$ cat config.mk
export PLATFORM = sky130hd
export DESIGN_NAME = cfg_port_decoder
export DESIGN_NICKNAME = d
export VERILOG_FILES = /design/src/rtl/cfgdec_pkg.sv /design/src/rtl/cfg_sel_reg.sv /design/src/rtl/cfg_window_decode.sv /design/src/rtl/cfg_read_return.sv /design/src/rtl/cfg_port_decoder.sv
export SDC_FILE = /design/constraint.sdc
export NUM_CORES = 1
export LEC_CHECK = 0
export CORE_MARGIN = 5
export CORE_UTILIZATION = 30
export DETAILED_ROUTE_END_ITERATION = 16
export DONT_BUFFER_PORTS = 1
export HOLD_SLACK_MARGIN = 0.02
export SLEW_MARGIN = 20
export SYNTH_ARGS = -nofsm -noshare
export SYNTH_HDL_FRONTEND = slang
export SYNTH_HIERARCHICAL = 1
export SYNTH_SLANG_ARGS = --single-unit
$ cat constraint.sdc
create_clock -name clk -period 2.5 [get_ports clk]
set_clock_uncertainty 0.15 [all_clocks]
set_input_delay 0.25 -clock clk [delete_from_list [all_inputs] [get_ports clk]]
set_output_delay 0.25 -clock clk [all_outputs]
set_load 0.05 [all_outputs]
$ cat src/rtl/cfgdec_pkg.sv
package cfgdec_pkg;
  typedef enum logic [1:0] {
    SZ_BYTE  = 2'd0,
    SZ_WORD  = 2'd1,
    SZ_DWORD = 2'd2,
    SZ_RSVD  = 2'd3
  } io_size_e;

  typedef enum logic [1:0] {
    RK_NONE   = 2'd0,
    RK_SEL    = 2'd1,
    RK_TARGET = 2'd2,
    RK_FILL   = 2'd3
  } rd_kind_e;

  // byte-lane enables for a size starting at a lane, lanes past the top dropped
  function automatic logic [3:0] lane_mask(input logic [1:0] size, input logic [1:0] lane);
    logic [3:0] base;
    case (size)
      SZ_BYTE: base = 4'b0001;
      SZ_WORD: base = 4'b0011;
      default: base = 4'b1111;
    endcase
    return base << lane;
  endfunction
endpackage

$ cat src/rtl/cfg_sel_reg.sv
module cfg_sel_reg #(
  parameter int DW = 32
) (
  input  logic          clk,
  input  logic          rst,
  input  logic          wr_en,
  input  logic [DW-1:0] wdata,
  output logic [DW-1:0] q
);
  always_ff @(posedge clk) begin
    if (rst) q <= '0;
    else if (wr_en) q <= wdata;
  end
endmodule

$ cat src/rtl/cfg_window_decode.sv
module cfg_window_decode
  import cfgdec_pkg::*;
#(
  parameter int          AW        = 16,
  parameter int          LW        = 2,
  parameter logic [15:0] SEL_PORT  = 16'hCF8,
  parameter logic [15:0] DATA_PORT = 16'hCFC
) (
  input  logic          io_req,
  input  logic          io_we,
  input  logic [AW-1:0] io_addr,
  input  logic [1:0]    io_size,
  input  logic          sel_en,
  input  logic [1:0]    sel_low,
  input  logic          present,
  output logic          sel_wr,
  output logic          fwd,
  output rd_kind_e      kind
);
  logic sel_hit, win_hit, size_ok, qual;

  always_comb begin
    sel_hit = (io_addr == SEL_PORT[AW-1:0]) && (io_size == SZ_DWORD);
    win_hit = (io_addr[AW-1:LW] == DATA_PORT[AW-1:LW]);
    size_ok = (io_size != SZ_RSVD);
    qual    = sel_en && (sel_low == 2'b00) && present;
    sel_wr  = io_req && io_we && sel_hit;
    fwd     = io_req && win_hit && size_ok && qual;
    if (io_req && !io_we && sel_hit)
      kind = RK_SEL;
    else if (io_req && !io_we && win_hit && size_ok)
      kind = qual ? RK_TARGET : RK_FILL;
    else
      kind = RK_NONE;
  end
endmodule

$ cat src/rtl/cfg_read_return.sv
module cfg_read_return
  import cfgdec_pkg::*;
#(
  parameter int DW = 32,
  parameter int LW = 2
) (
  input  logic          clk,
  input  logic          rst,
  input  rd_kind_e      kind,
  input  logic [LW-1:0] lane,
  input  logic [1:0]    size,
  input  logic [DW-1:0] tgt_data,
  input  logic [DW-1:0] sel_val,
  output logic [DW-1:0] rdata,
  output logic          rvalid
);
  localparam int NB = DW / 8;
  logic [3:0]    bmask;
  logic [DW-1:0] wmask;
  logic [DW-1:0] shifted;

  always_comb bmask = lane_mask(size, lane);

  for (genvar b = 0; b < NB; b++) begin : g_lane
    assign wmask[8*b +: 8] = {8{bmask[b]}};
  end

  always_comb shifted = tgt_data << (8 * lane);

  always_ff @(posedge clk) begin
    if (rst) begin
      rvalid <= 1'b0;
      rdata  <= '0;
    end else begin
      rvalid <= (kind != RK_NONE);
      case (kind)
        RK_SEL:    rdata <= sel_val;
        RK_TARGET: rdata <= shifted & wmask;
        RK_FILL:   rdata <= wmask;
        default:   rdata <= '0;
      endcase
    end
  end
endmodule

$ cat src/rtl/cfg_port_decoder.sv
module cfg_port_decoder
  import cfgdec_pkg::*;
#(
  parameter int          AW        = 16,
  parameter int          DW        = 32,
  parameter logic [15:0] SEL_PORT  = 16'hCF8,
  parameter logic [15:0] DATA_PORT = 16'hCFC
) (
  input  logic          clk,
  input  logic          rst,
  input  logic          io_req,
  input  logic          io_we,
  input  logic [AW-1:0] io_addr,
  input  logic [1:0]    io_size,
  input  logic [DW-1:0] io_wdata,
  output logic [DW-1:0] io_rdata,
  output logic          io_rvalid,
  output logic          cfg_req,
  output logic          cfg_we,
  output logic [7:0]    cfg_bus,
  output logic [7:0]    cfg_devfn,
  output logic [7:0]    cfg_off,
  output logic [1:0]    cfg_len,
  output logic [DW-1:0] cfg_wdata,
  input  logic          cfg_present,
  input  logic [DW-1:0] cfg_rdata
);
  localparam int LW = $clog2(DW / 8);

  logic [DW-1:0] sel_q;
  logic          sel_wr, fwd;
  rd_kind_e      kind_d, kind_q;
  logic [LW-1:0] lane_q;
  logic [1:0]    size_q;

  cfg_sel_reg #(.DW(DW)) u_sel (
    .clk(clk), .rst(rst), .wr_en(sel_wr), .wdata(io_wdata), .q(sel_q)
  );

  cfg_window_decode #(
    .AW(AW), .LW(LW), .SEL_PORT(SEL_PORT), .DATA_PORT(DATA_PORT)
  ) u_dec (
    .io_req(io_req), .io_we(io_we), .io_addr(io_addr), .io_size(io_size),
    .sel_en(sel_q[DW-1]), .sel_low(sel_q[1:0]), .present(cfg_present),
    .sel_wr(sel_wr), .fwd(fwd), .kind(kind_d)
  );

  always_comb begin
    cfg_bus   = sel_q[23:16];
    cfg_devfn = sel_q[15:8];
  end

  always_ff @(posedge clk) begin
    if (rst) begin
      cfg_req   <= 1'b0;
      cfg_we    <= 1'b0;
      cfg_off   <= '0;
      cfg_len   <= '0;
      cfg_wdata <= '0;
      kind_q    <= RK_NONE;
      lane_q    <= '0;
      size_q    <= '0;
    end else begin
      cfg_req <= fwd;
      kind_q  <= kind_d;
      lane_q  <= io_addr[LW-1:0];
      size_q  <= io_size;
      if (fwd) begin
        cfg_we    <= io_we;
        cfg_off   <= {sel_q[7:2], io_addr[1:0]};
        cfg_len   <= io_size;
        cfg_wdata <= io_wdata >> (8 * io_addr[LW-1:0]);
      end
    end
  end

  cfg_read_return #(.DW(DW), .LW(LW)) u_ret (
    .clk(clk), .rst(rst), .kind(kind_q), .lane(lane_q), .size(size_q),
    .tgt_data(cfg_rdata), .sel_val(sel_q), .rdata(io_rdata), .rvalid(io_rvalid)
  );
endmodule

==> impl_metrics.tcl <==
set metrics [dict create \
    run_status "completed" \
    max_transition_margin_pct 42.92 \
    sequential_cell_area_fraction_in_the_yosys_report_pct 42.05 \
    drt_first_iter_violations 341 \
    clk_pin_slew_worst_paths_ps 60 \
    yosys_register_bits 115 \
    inserted_clock_buffers 17 \
    clock_path_buffers 2 \
    p_per_area_nw_per_um2 674.4 \
    clock_tree.htree_level_count 4 \
    ys_warn_count 6 \
    gr_usage_total_pct 18.64 \
    finalSetupViolCount 0 \
    timing_worst_setup_path_type "reg -> reg" \
    final_hold_viols 0 \
    synth_ff_type "dfxtp_1" \
    mappedNetlistArea_um2 5475 \
    grt_first_pass_wirelength_mm 29.57 \
    dieWidth_um 145.1 \
    place_ws_ps 243.7 \
    grt_start_max_net_pins 85 \
    timing.final.ws_setup_ps 380.0 \
    achievable-frequency_mhz 471.7 \
    timing.setup.tns_ps 0 \
    async_flop_share_pct 0 \
    layout-area-overhead-vs-synth_pct 21.64 \
    max_cap_violations 0 \
    leakage_uw 0.002344 \
    routed_via_density 5.362 \
    first_global_vias 4369 \
    cts_setup_buffers 0 \
    slew_viol_final 0 \
    crit_required_ps 2670 \
    gp_congestion 0.8925 \
    synth_nets 617 \
    vias 4359 \
    post_synth_inst_count 530 \
    cts_tree "done" \
    hpwl_mm 13.86 \
    finalCritPeriodShare_pct 84.80 \
    floorplan.io_pins 180 \
    timing.critical_path.arrival_ps 2290 \
    cts.sinks 115 \
    floorplan.initialDensity_pct 30.48 \
    unrepaired_setup_endpoints_after_global_routing "no" \
    timing.critical_path.fanout_max 18 \
    core_area_um2 17960 \
    number_of_enable_type_register_cells_in_the_synthesized_netlist 0 \
    port_buffers 0 \
    drt_first_pass_iters 5 \
    drive_gt1_share_pct 14.01 \
    fp.dieArea_um2 21050 \
    peakVddDrop_v 0.0007308 \
    remaining_drc_errors 0 \
    max_slew.worst_pin.slew_ps 855.1 \
    clockRootBuffer "clkbuf_16" \
    die_h_um 145.1 \
    wl_per_cell_um 24.64 \
    start_kind "flip-flop" \
    synth.lib_cells_used.distinct 47 \
    post_synth.cell_area_avg_um2 10.33 \
    hold_path.class "in -> reg" \
    design.final.nets 653 \
    antenna_violating_nets_post_route 0 \
    worst_setup_path_end_kind "flip-flop" \
    grt.overflow.total 0 \
    fin_crit_ps 2120 \
    routed_wirelength_mm 20.04 \
    clk-insertion-delay-late_ps 420 \
    fp-row-count 49 \
    antenna_found_initial 4 \
]
[cells in the mapped netlist (10+ instances only)]
master | number | area (um2)
mux2_1 | 14 | 157.7
nand2_1 | 27 | 101.4
nor2_1 | 76 | 285.3
dfxtp_1 | 115 | 2302
a21oi_1 | 17 | 85.08
a31oi_1 | 24 | 150.1
mux4_2 | 14 | 315.3
nor2b_1 | 36 | 225.2
buf_2 | 12 | 60.06
nand3_1 | 17 | 85.08
mux2i_1 | 67 | 670.6
clkbuf_1 | 11 | 41.29
mux2_2 | 10 | 112.6
nand2b_1 | 10 | 62.56
[placed cells by master (no fill, tap or decap), drive strengths merged, types with 2 or more instances in the layout]
| cell type | synthesis | layout |
|---|---|---|
| mux4 | 16 | 16 |
| bufinv | 0 | 2 |
| mux2i | 67 | 67 |
| buf | 33 | 12 |
| a2bb2oi | 8 | 8 |
| diode | 0 | 6 |
| a211oi | 8 | 8 |
| a22o | 8 | 8 |
| nand2 | 27 | 27 |
| nand2b | 10 | 10 |
| nand3 | 17 | 17 |
| o22ai | 8 | 8 |
| nor2b | 36 | 36 |
| nor4b | 2 | 2 |
| clkbuf | 12 | 21 |
| dlygate4sd3 | 0 | 50 |
| a21oi | 18 | 18 |
| nor3b | 2 | 2 |
| nand4bb | 2 | 2 |
| inv | 2 | 2 |
| clkinv | 0 | 6 |
| clkinvlp | 0 | 2 |
| nand4 | 2 | 2 |
| nor2 | 77 | 77 |
| mux2 | 24 | 24 |
| a31oi | 24 | 24 |
| dfxtp | 115 | 115 |
| nor3 | 2 | 2 |
[metal layers]
metal,routed length (um),track usage (%)
met1,7444,20.59
met2,9652,29.54
met3,2458,10.73
met4,461,7.556
met5,20,0
[kinds of logic (layout without fill, tap and decap cells)]
kind of cell | Yosys count | count (layout) | synth area share (%)
AND/OR/NAND/NOR | 183 | 183 | 17.55
flip-flops | 115 | 115 | 42.05
multiplexers | 107 | 107 | 23.90
AO/OA/AOI/OAI | 78 | 78 | 10.28
buffers and inverters | 47 | 95 | 6.216
other | 0 | 6 | 0
[path summary, 6_finish.rpt]
check	from	to	slack [ps]	cells past startpoint
worst max-delay path	u_sel/q[0]	cfg_wdata[11]	380	5
worst max register to register	u_sel/q[0]	cfg_wdata[11]	380	5
worst min-delay path	cfg_rdata[22]	u_ret/rdata[22]	40	3
worst min register to register	u_sel/q[27]	u_sel/q[27]	370	2
[what timing repair did]
item | in CTS | in global routing
endpoints found under the hold margin | 107 | 0
hold buffers | 51 | 0
gates resized for setup | 0 | 0
[registers in the layout, summed over array words and instances, names as in the netlist]
name	cells
cfg_len	2
cfg_off	8
cfg_req	1
cfg_wdata	32
cfg_we	1
kind_q	2
lane_q	2
size_q	2
u_ret/rdata	32
u_ret/rvalid	1
u_sel/q	32
[where the power goes]
group / internal [uW] / switching [uW]
Combinational: 161 / 140
Clock: 1500 / 845
Sequential: 1840 / 7.56
[per-stage QoR]
step / hold WS [ps] / power (uW) / area [um2] / std cells / utilization (%)
CTS: 21.19 / 4534 / 6645 / 807 / 36.99
global route: 32.89 / 4626 / 6660 / 813 / 37.08
floorplan: 172.4 / 2070 / 5475 / 530 / -
global placement: 179.2 / 2050 / 5548 / 725 / 30.88
detailed placement: 182.5 / 2052 / 5548 / 725 / 30.88
finish: 36.15 / 4492 / 6660 / 813 / 37.08
[area by class of cell]
cell class,instances,area [um2]
clock buffers,21,460.4
inverters,2,7.507
fillers,1773,11300
repair buffers,62,635.6
flip-flops and latches,115,2302
multi-input cells,368,2844
well taps,229,286.5
clock inverters,10,108.9
diodes,6,15.01
[critical path: stages, from the launching register on]
cell	delay, ps
dfxtp_1	340
nand4bb_1	330
nor3_2	530
buf_4	320
nor2_1	70
a211oi_1	270
(Power assumes the default switching activity.)
